--- config.mk ---
export PLATFORM = sky130hd
export DESIGN_NAME = dsi_cmd_packer
export DESIGN_NICKNAME = d
export VERILOG_FILES = /design/src/rtl/dsi_cmd_pkg.sv /design/src/rtl/dsi_cmd_decode.sv /design/src/rtl/dsi_cmd_word_asm.sv /design/src/rtl/dsi_cmd_packer.sv
export SDC_FILE = /design/constraint.sdc
export NUM_CORES = 1
export LEC_CHECK = 0
export CAP_MARGIN = 25
export CORE_AREA = 2 2 96 98
export DETAILED_ROUTE_END_ITERATION = 8
export DIE_AREA = 0 0 98 100
export PLACE_DENSITY = 0.9
export SYNTH_ARGS = -nofsm -noshare
export SYNTH_HDL_FRONTEND = slang
export SYNTH_HIERARCHICAL = 1
export SYNTH_SLANG_ARGS = --single-unit
--- constraint.sdc ---
create_clock -name clk_i -period 2.6 [get_ports clk_i]
set_input_delay 0.26 -clock clk_i [delete_from_list [all_inputs] [get_ports clk_i]]
set_output_delay 0.26 -clock clk_i [all_outputs]
set_load 0.05 [all_outputs]
--- src/rtl/dsi_cmd_pkg.sv ---
package dsi_cmd_pkg;
  localparam int unsigned WORD_BYTES = 4;
  localparam int unsigned HDR_BYTES  = 2;

  typedef enum logic [1:0] {ST_IDLE, ST_FILL, ST_SEND} pk_state_e;

  typedef struct packed {
    logic video;
    logic hs;
    logic bta;
  } pk_attr_t;
endpackage

--- src/rtl/dsi_cmd_decode.sv ---
module dsi_cmd_decode
  import dsi_cmd_pkg::*;
#(
  parameter int unsigned LEN_W      = 16,
  parameter int unsigned HOST_WORDS = 64,
  parameter int unsigned VID_WORDS  = 256,
  localparam int unsigned CNT_W     = LEN_W + 1
) (
  input  logic [LEN_W-1:0] len_i,
  input  logic             lp_i,
  input  logic             ack_i,
  input  logic [LEN_W-1:0] rx_len_i,
  output pk_attr_t         attr_o,
  output logic             reject_o,
  output logic [CNT_W-1:0] count_o
);
  localparam int unsigned HOST_BYTES = WORD_BYTES * HOST_WORDS;
  localparam int unsigned VID_BYTES  = WORD_BYTES * VID_WORDS;

  always_comb begin
    reject_o     = 32'(len_i) > VID_BYTES;
    attr_o.video = 32'(len_i) > HOST_BYTES;
    attr_o.hs    = ~lp_i;
    attr_o.bta   = ack_i | (rx_len_i != '0);
    count_o      = CNT_W'(len_i) + CNT_W'(WORD_BYTES);
  end
endmodule

--- src/rtl/dsi_cmd_word_asm.sv ---
module dsi_cmd_word_asm
  import dsi_cmd_pkg::*;
(
  input  logic        clk_i,
  input  logic        rst_ni,
  input  logic        start_i,
  input  logic [1:0]  vc_i,
  input  logic [5:0]  dt_i,
  input  logic        next_i,
  input  logic        byte_we_i,
  input  logic [7:0]  byte_i,
  input  logic        last_byte_i,
  output logic [31:0] word_o,
  output logic        word_done_o
);
  localparam int unsigned SLOT_W = $clog2(WORD_BYTES);

  logic              hdr_q;
  logic [SLOT_W-1:0] slot_q;
  logic [SLOT_W-1:0] lane_sel;
  logic [7:0]        lane_q [WORD_BYTES];

  // header word reserves lane 0 for channel and type
  assign lane_sel    = hdr_q ? slot_q + SLOT_W'(1) : slot_q;
  assign word_done_o = byte_we_i &&
                       (last_byte_i || slot_q == (hdr_q ? SLOT_W'(HDR_BYTES - 1)
                                                        : SLOT_W'(WORD_BYTES - 1)));

  always_ff @(posedge clk_i or negedge rst_ni) begin
    if (!rst_ni) begin
      hdr_q  <= 1'b0;
      slot_q <= '0;
    end else if (start_i) begin
      hdr_q  <= 1'b1;
      slot_q <= '0;
    end else if (next_i) begin
      hdr_q  <= 1'b0;
      slot_q <= '0;
    end else if (byte_we_i) begin
      slot_q <= slot_q + SLOT_W'(1);
    end
  end

  for (genvar g = 0; g < WORD_BYTES; g++) begin : g_lane
    always_ff @(posedge clk_i or negedge rst_ni) begin
      if (!rst_ni)                               lane_q[g] <= '0;
      else if (start_i)                          lane_q[g] <= (g == 0) ? {vc_i, dt_i} : 8'h00;
      else if (next_i)                           lane_q[g] <= '0;
      else if (byte_we_i && lane_sel == SLOT_W'(g)) lane_q[g] <= byte_i;
    end
    assign word_o[8*g +: 8] = lane_q[g];
  end

  // header never takes more than two payload bytes
  a_r1_hdr_slots: assert property (@(posedge clk_i) disable iff (!rst_ni)
    (byte_we_i && hdr_q) |-> (slot_q < SLOT_W'(HDR_BYTES)));
  // top byte of header stays clear
  a_r1_hdr_top_zero: assert property (@(posedge clk_i) disable iff (!rst_ni)
    hdr_q |-> (word_o[31:24] == 8'h00));
endmodule

--- src/rtl/dsi_cmd_packer.sv ---
module dsi_cmd_packer
  import dsi_cmd_pkg::*;
#(
  parameter int unsigned LEN_W      = 16,
  parameter int unsigned HOST_WORDS = 64,
  parameter int unsigned VID_WORDS  = 256,
  localparam int unsigned CNT_W     = LEN_W + 1
) (
  input  logic             clk_i,
  input  logic             rst_ni,
  input  logic             req_valid_i,
  output logic             req_ready_o,
  input  logic [1:0]       req_vc_i,
  input  logic [5:0]       req_dt_i,
  input  logic [LEN_W-1:0] req_len_i,
  input  logic             req_lp_i,
  input  logic             req_ack_i,
  input  logic [LEN_W-1:0] req_rx_len_i,
  input  logic             pld_valid_i,
  output logic             pld_ready_o,
  input  logic [7:0]       pld_data_i,
  output logic             out_valid_o,
  input  logic             out_ready_i,
  output logic [31:0]      out_data_o,
  output logic             out_last_o,
  output logic             out_video_o,
  output logic             out_hs_o,
  output logic             out_bta_o,
  output logic             busy_o,
  output logic             reject_o,
  output logic             done_o,
  output logic [CNT_W-1:0] count_o
);
  pk_state_e        state_q;
  pk_attr_t         attr_q, dec_attr;
  logic             dec_reject;
  logic [CNT_W-1:0] dec_count, cnt_q;
  logic [LEN_W-1:0] rem_q;
  logic             last_q, reject_q, done_q;
  logic             req_fire, pld_fire, out_fire, word_done;

  dsi_cmd_decode #(
    .LEN_W(LEN_W), .HOST_WORDS(HOST_WORDS), .VID_WORDS(VID_WORDS)
  ) u_decode (
    .len_i(req_len_i), .lp_i(req_lp_i), .ack_i(req_ack_i), .rx_len_i(req_rx_len_i),
    .attr_o(dec_attr), .reject_o(dec_reject), .count_o(dec_count)
  );

  assign req_ready_o = (state_q == ST_IDLE);
  assign pld_ready_o = (state_q == ST_FILL);
  assign out_valid_o = (state_q == ST_SEND);
  assign req_fire    = req_valid_i && req_ready_o;
  assign pld_fire    = pld_valid_i && pld_ready_o;
  assign out_fire    = out_valid_o && out_ready_i;

  dsi_cmd_word_asm u_asm (
    .clk_i(clk_i), .rst_ni(rst_ni),
    .start_i(req_fire && !dec_reject), .vc_i(req_vc_i), .dt_i(req_dt_i),
    .next_i(out_fire && !last_q),
    .byte_we_i(pld_fire), .byte_i(pld_data_i), .last_byte_i(rem_q == LEN_W'(1)),
    .word_o(out_data_o), .word_done_o(word_done)
  );

  always_ff @(posedge clk_i or negedge rst_ni) begin
    if (!rst_ni) begin
      state_q  <= ST_IDLE;
      attr_q   <= '0;
      cnt_q    <= '0;
      rem_q    <= '0;
      last_q   <= 1'b0;
      reject_q <= 1'b0;
      done_q   <= 1'b0;
    end else begin
      reject_q <= 1'b0;
      done_q   <= 1'b0;
      unique case (state_q)
        ST_IDLE: if (req_fire) begin
          if (dec_reject) begin
            reject_q <= 1'b1;
          end else begin
            attr_q <= dec_attr;
            cnt_q  <= dec_count;
            rem_q  <= req_len_i;
            last_q <= (req_len_i == '0);
            state_q <= (req_len_i == '0) ? ST_SEND : ST_FILL;
          end
        end
        ST_FILL: if (pld_fire) begin
          rem_q <= rem_q - LEN_W'(1);
          if (word_done) begin
            state_q <= ST_SEND;
            last_q  <= (rem_q == LEN_W'(1));
          end
        end
        ST_SEND: if (out_ready_i) begin
          if (last_q) begin
            state_q <= ST_IDLE;
            done_q  <= 1'b1;
          end else begin
            state_q <= ST_FILL;
          end
        end
        default: state_q <= ST_IDLE;
      endcase
    end
  end

  assign out_last_o  = last_q;
  assign out_video_o = attr_q.video;
  assign out_hs_o    = attr_q.hs;
  assign out_bta_o   = attr_q.bta;
  assign busy_o      = (state_q != ST_IDLE);
  assign reject_o    = reject_q;
  assign done_o      = done_q;
  assign count_o     = cnt_q;

  a_r10_hold_on_stall: assert property (@(posedge clk_i) disable iff (!rst_ni)
    (out_valid_o && !out_ready_i) |=> (out_valid_o && $stable(out_data_o) && $stable(out_last_o)));
  a_r8_done_after_last: assert property (@(posedge clk_i) disable iff (!rst_ni)
    done_o |-> $past(out_valid_o && out_ready_i && out_last_o));
  a_r4_reject_quiet: assert property (@(posedge clk_i) disable iff (!rst_ni)
    reject_o |-> (!busy_o && !out_valid_o && $past(req_valid_i && req_ready_o)));
  a_r9_busy_rise: assert property (@(posedge clk_i) disable iff (!rst_ni)
    $rose(busy_o) |-> $past(req_valid_i && req_ready_o));
  a_r5_attr_steady: assert property (@(posedge clk_i) disable iff (!rst_ni)
    (busy_o && $past(busy_o)) |-> ($stable(out_video_o) && $stable(out_hs_o) && $stable(out_bta_o)));
  a_r11_more_after_mid: assert property (@(posedge clk_i) disable iff (!rst_ni)
    (out_valid_o && out_ready_i && !out_last_o) |=> busy_o);
  a_r12_streams_exclusive: assert property (@(posedge clk_i) disable iff (!rst_ni)
    !(pld_ready_o && out_valid_o));
endmodule

== Word-level counts from Yosys, hierarchy flattened ==
Cells that the tools add are included.

* Add/subtract/negate cells: 3
* Multiply operators: 0
* Div/mod/pow operators: 0
* Magnitude comparators: 2
* Equal/unequal tests: 12
* Shift operators: 0
* Mux-type cells: 42
* Bitwise gates (word level): 3
* Reductions and logical operators: 29

{| class="wikitable"
|+ Operators with widths
! kind !! count
|-
| 2-to-1 mux 8 bit || 12
|-
| 2-to-1 mux 16 bit || 3
|-
| one-hot mux 16 bit (2 select lines) || 1
|-
| 2-to-1 mux 2 bit || 11
|-
| adder 16 x 3 -> 17 bit (second input constant) || 1
|-
| equality test 16 x 1 -> 1 bit (second input constant) || 1
|-
| greater-than comparator 16 x 11 -> 1 bit (second input constant) || 1
|-
| greater-than comparator 16 x 9 -> 1 bit (second input constant) || 1
|-
| zero test 16 bit || 1
|-
| nonzero test 16 bit || 1
|-
| subtractor 16 x 1 -> 16 bit (second input constant) || 1
|-
| nonzero test 3 bit || 5
|-
| 2-to-1 mux 1 bit || 13
|-
| logical AND 1 bit || 10
|-
| AND reduction 5 bit || 2
|-
| != test 2 x 1 -> 1 bit (second input constant) || 4
|-
| equality test 2 bit (second input constant) || 3
|-
| one-hot mux 2 bit (3 select lines) || 1
|-
| nonzero test 2 bit || 3
|-
| equality test 2 x 1 -> 1 bit (second input constant) || 2
|-
| zero test 2 bit || 2
|-
| AND reduction 4 bit || 1
|-
| AND reduction 3 bit || 1
|-
| adder 2 x 1 -> 2 bit (second input constant) || 1
|-
| 7 further kinds || 9
|}

* Register bits: 76
* Latch bits: 0
* RAM bits: 0
* Bits in read-only memories: 0
* Input bits: 55
* Output and inout port bits: 59
* Logic and storage cells: 106
* Memories kept: 0

== Depth between registers and ports, before layout ==
* Depth after elaboration: 7
* Mapped depth: 13
* Mapped depth without buffers: 9

== Cells and area by module ==
Netlist, hierarchy kept.

{| class="wikitable"
|+ By module, submodules not included
! module !! times used !! cells an instance !! area an instance (µm²) !! sequential area each (µm²)
|-
| dsi_cmd_packer || 1 || 196 || 2205.9 || 1026.0
|-
| dsi_cmd_word_asm || 1 || 138 || 1611.5 || 875.8
|-
| dsi_cmd_decode || 1 || 57 || 397.9 || 0.0
|}

== Least setup slack after synthesis ==
Ideal clock, no wire load.

* Kind: register to register
* From: register state_q[1]
* To: register u_asm.lane_q (netlist bit u_asm/word_o[0])
* Library setup time: 0.125 ns
* Data arrival time: 2.339 ns
* Data required time: 2.475 ns
* Setup slack: 0.136 ns
* Cell stages (with the launch flop): 11
* Path buffers: 4
* Period minus slack after synthesis: 2.464 ns
* Path through: dfrtp_1 -> nand2b_1 -> buf_6 -> inv_6 -> buf_4 -> clkbuf_8 -> and2_1 -> buf_2 -> or4b_4 -> nand3_4 -> mux2_2

* Elaborated cells between the ends (all ways): 12
* Those cells by class: 2 x eq/ne; 2 x mux; 8 x reduce/logical

{| class="wikitable"
|+ RTL lines
! element !! line !! text
|-
| start, declared || dsi_cmd_packer.sv:34 || <nowiki>pk_state_e state_q;</nowiki>
|-
| start signal, assigned || dsi_cmd_packer.sv:85 || <nowiki>state_q <= (req_len_i == '0) ? ST_SEND : ST_FILL;</nowiki>
|-
| equality test 2 x 1 -> 1 bit || dsi_cmd_packer.sv:50 || <nowiki>assign pld_ready_o = (state_q == ST_FILL);</nowiki>
|-
| net pld_ready_o || dsi_cmd_packer.sv:20 || <nowiki>output logic pld_ready_o,</nowiki>
|-
| logical AND 1 bit || dsi_cmd_packer.sv:53 || <nowiki>assign pld_fire = pld_valid_i && pld_ready_o;</nowiki>
|-
| net pld_fire || dsi_cmd_packer.sv:40 || <nowiki>logic req_fire, pld_fire, out_fire, word_done;</nowiki>
|-
| logical AND 1 bit || dsi_cmd_word_asm.sv:49 || <nowiki>else if (byte_we_i && lane_sel == SLOT_W'(g)) lane_q[g] <= byte_i;</nowiki>
|-
| nonzero test 3 bit (no source line) || - ||
|-
| end signal, assigned by index || dsi_cmd_word_asm.sv:47 || <nowiki>else if (start_i) lane_q[g] <= (g == 0) ? {vc_i, dt_i} : 8'h00;</nowiki>
|-
| end signal, assigned by index || dsi_cmd_word_asm.sv:49 ||
|-
| end, declared || dsi_cmd_word_asm.sv:21 || <nowiki>logic [7:0] lane_q [WORD_BYTES];</nowiki>
|}

The timed path passes the listed nets, and every way through them passes these cells.
A chain may end at the register's enable or synchronous reset.

== Worst setup path after layout ==
* From: input port req_len_i[2]
* To: register rem_q[13]

* Word-level cells in the longest chain between the ends: 3

{| class="wikitable"
|+ Ends and longest elaborated chain
! element !! line !! text
|-
| start, declared || dsi_cmd_packer.sv:15 || <nowiki>input logic [LEN_W-1:0] req_len_i,</nowiki>
|-
| greater-than comparator 16 x 11 -> 1 bit || dsi_cmd_decode.sv:21 || <nowiki>reject_o = 32'(len_i) > VID_BYTES;</nowiki>
|-
| net dec_reject || dsi_cmd_packer.sv:36 || <nowiki>logic dec_reject;</nowiki>
|-
| != test 2 bit (no source line) || - ||
|-
| AND reduction 4 bit (no source line) || - ||
|-
| end signal, assigned || dsi_cmd_packer.sv:83 || <nowiki>rem_q <= req_len_i;</nowiki>
|-
| end signal, assigned || dsi_cmd_packer.sv:89 || <nowiki>rem_q <= rem_q - LEN_W'(1);</nowiki>
|-
| end, declared || dsi_cmd_packer.sv:38 || <nowiki>logic [LEN_W-1:0] rem_q;</nowiki>
|}

The timed path passes the listed nets, and every way through them passes these cells.

==> results.yml <==
outcome:
  outcome: "complete, no violations"
route:
  drc_errors: 0
  drt_iter0_drc: 339
  wl_per_cell_um: 18.1
  avgViaCountPerCell: 5.76
  dr.pass1.iters: 7
  ant_nets: 0
  finalWirelength_um: 11600
  vias: 3673
place:
  hpwlAfterDp_um: 8480
  globalplace.congestion: 0.932
  io_buffers: 113
  dp_cells: 618
grt:
  grt_pass1_vias: 3832
  grt_pass1_wl_um: 19000
  overflow: 0
  grt_antenna_before_repair: 0
  grt.total_usage_pct: 24.2
  grt_max_degree: 77
sta:
  setup_viol: 0
  slew_violations: 0
  rsz0062_at_grt: "false"
  skew_ps: 5.83
  hold_viol: 0
  min_period_over_period_pct: 93.0
  fin_crit_ps: 2420
  relSlewSlack_pct: 57.8
  setup_tns_ps: 0
  tightest_slew_ps: 633
  fmax_mhz: 413
floorplanning:
  die_width_um: 98
  core-area_sq_mm: 0.00889
  die-area_sq_mm: 0.00980
  die_h_um: 100
  rows: 35
  initial_core_util_pct: 47.4
  ios: 114
cells_and_area:
  diodes: 0
  area_delta_synth_final_pct: 37.3
  drive_gt1_share_pct: 18.2
  fin_cells: 638
  fillCellCount: 670
  nNetsFinal: 581
  fin_util_pct: 65.1
power:
  p_leak_nw: 2.58
  ir_worst_vdd_uv: 505
  powerDensity_mw_per_mm2: 1070
  power_mw: 6.21
yosys:
  syn_avg_cell_area_sq_um: 10.8
  synth_edf_count: 0
  ys_seq_area_share_pct: 45.1
  yosys.area.top_type: "dfrtp_1"
  synthTopCellsByArea: "dfrtp_1 45%, mux2_2 7.5%, mux2i_1 6.4%, nand2_1 4.3%, a22o_1 2.1%"
  synth_top_area_share_pct: 45.1
  ys_ff_latch: 76
  synth_cell_types: 58
  async_flop_share_pct: 100
  syn_area_sq_mm: 0.00422
  synth_ff_type: "dfrtp_1"
  ys.warnings.count: 6
  synth_fp_nets: 450
  synthCells: 391
worst_setup_path:
  slowest_delay_ps: 470
  crit_type: "input port to flop"
  crit_path_start_kind: "input port"
  regToRegSetupSlack_ps: 420
  cp_slowest_cell: "or4_1"
  end_kind: "flop"
  crit_arrival_ps: 2710
  required_ps: 2900
  path_cells: "clkdlybuf4s50_1 > inv_1 > ha_1 > nor4b_4 > nand3_1 > a21o_1 > nor4b_4 > buf_4 > buf_6 > a21oi_4 > or4_1 > nand3_1"
  path_max_fanout: 7
job:
  cap_violations: 0
cts:
  clkTransAtPathRegs_ps: 80
  cts_root_buffer: "clkbuf_8"
  cts-buffers-inserted: 9
  cts_tree: "yes"
  htree_num_levels: 3
  insertion_delay_ps: 360
  clock_sinks: 76
  ctsLongestPathBuffers: 2
hold_path:
  hp-class: "input port to asynchronous set/reset pin"
[cell type report]
class	instances	area (sq um)	area share (%)
inverters	12	50.0	0.865
clock inverters	7	98.8	1.71
flip-flops and latches	76	1900	32.9
clock buffers	9	124	2.14
repair buffers	145	1390	24.1
multi-input cells	278	2080	35.9
well taps	111	139	2.40
[worst max-delay path: cells and delay by family]
kind,cells,cell delay (ps)
simple gates,5,1150
buf+inv,4,840
compound gates,2,300
fa+ha+maj,1,150
[layout by cell type (no fill, tap or decap), drive strengths merged, types with 2 or more instances in the layout]
cell type | synthesis | final
mux2 | 28 | 28
xnor2 | 8 | 8
and4 | 3 | 3
a31oi | 2 | 2
a2bb2oi | 4 | 4
or4 | 3 | 3
nor3b | 4 | 4
dfrtp | 76 | 76
o2bb2ai | 2 | 2
nand2 | 48 | 48
buf | 21 | 33
clkdlybuf4s50 | 0 | 111
a22oi | 3 | 3
mux2i | 27 | 27
o22ai | 4 | 4
a21o | 3 | 3
nor2 | 20 | 20
xor2 | 8 | 8
nor4 | 13 | 13
ha | 4 | 4
nand2b | 2 | 2
nand3b | 2 | 2
clkbuf | 4 | 9
clkinv | 0 | 2
nor4b | 3 | 3
o211ai | 2 | 2
nand4b | 2 | 2
o21ai | 13 | 13
nor2b | 2 | 2
bufinv | 0 | 2
nand3 | 10 | 10
nor3 | 11 | 11
o32ai | 2 | 2
a21oi | 14 | 14
nand4 | 8 | 8
inv | 12 | 14
a22o | 10 | 10
and3 | 5 | 5
[flip-flops by register name, summed over array words and instances, names as in the netlist]
register / count
rem_q: 16
u_asm/slot_q: 2
state_q: 2
u_asm/word_o: 32
out_bta_o: 1
out_hs_o: 1
done_o: 1
u_asm/hdr_q: 1
count_o: 17
reject_o: 1
out_video_o: 1
out_last_o: 1
[Yosys cell counts, types with 3 or more instances]
library cell / instances
dfrtp_1: 76
nand2_1: 48
mux2_2: 28
mux2i_1: 27
nor2_1: 20
a21oi_1: 13
o21ai_0: 12
inv_1: 11
nor3_1: 11
a22o_1: 10
nand3_1: 9
buf_2: 8
buf_4: 8
nor4_1: 8
xnor2_1: 8
xor2_1: 8
nand4_1: 7
buf_6: 5
a2bb2oi_1: 4
ha_1: 4
o22ai_1: 4
a22oi_1: 3
and3_1: 3
and4_1: 3
nor3b_1: 3
nor4_4: 3
or4_1: 3
[cell families (layout without fill, tap and decap cells)]
group                    count (synthesis)  count (layout)  share of synthesized area (%)
XOR/XNOR                                16              16                           3.32
multiplexers                            55              55                           13.9
flip-flops                              76              76                           45.1
AO/OA/AOI/OAI                           64              64                           10.7
buffers and inverters                   37             173                           5.73
AND/OR/NAND/NOR                        139             139                           20.0
adder cells (fa/ha/maj)                  4               4                           1.19
[where the power goes]
group / internal [mW] / switching, mW
registers: 1.61 / 0.460
logic: 1.18 / 1.94
clock network: 0.547 / 0.481
total: 3.34 / 2.88
[final timing paths]
check | from | endpoint | depth (start not counted)
worst min-delay path | rst_ni | out_video_o | 2
max in group asynchronous | rst_ni | out_last_o | 3
min in group clk_i | req_lp_i | out_hs_o | 3
worst max-delay path | req_len_i[2] | rem_q[13] | 12
worst min register to register | count_o[14] | count_o[14] | 1
worst max register to register | rem_q[1] | state_q[0] | 8
[metrics by stage]
stage,hold slack [ps],area (sq um),setup slack [ps]
after detailed placement,473,5500,-207
after floorplan,-35.6,4220,136
after global placement,457,5500,-100
final,268,5790,181
after CTS,88.6,5720,141
after global routing,277,5790,10.6
[layer usage]
layer | GRT usage (%) | wire length, um | vias up
li1 | - | - | 1682
met1 | 30.7 | 4750 | 1795
met2 | 41.3 | 5870 | 174
met3 | 4.81 | 732 | 22
met4 | 9.29 | 227 | 0
met5 | 0 | 0 | -
[what timing repair did]
| item | 4_1_cts | 5_1_grt |
|---|---|---|
| hold buffers | 0 | 1 |
| setup buffers | 0 | 2 |
| endpoints found under the setup margin | 0 | 8 |
| resized for setup | 0 | 3 |
| endpoints found under the hold margin | 0 | 8 |
Power figures use the tool's default switching activity.
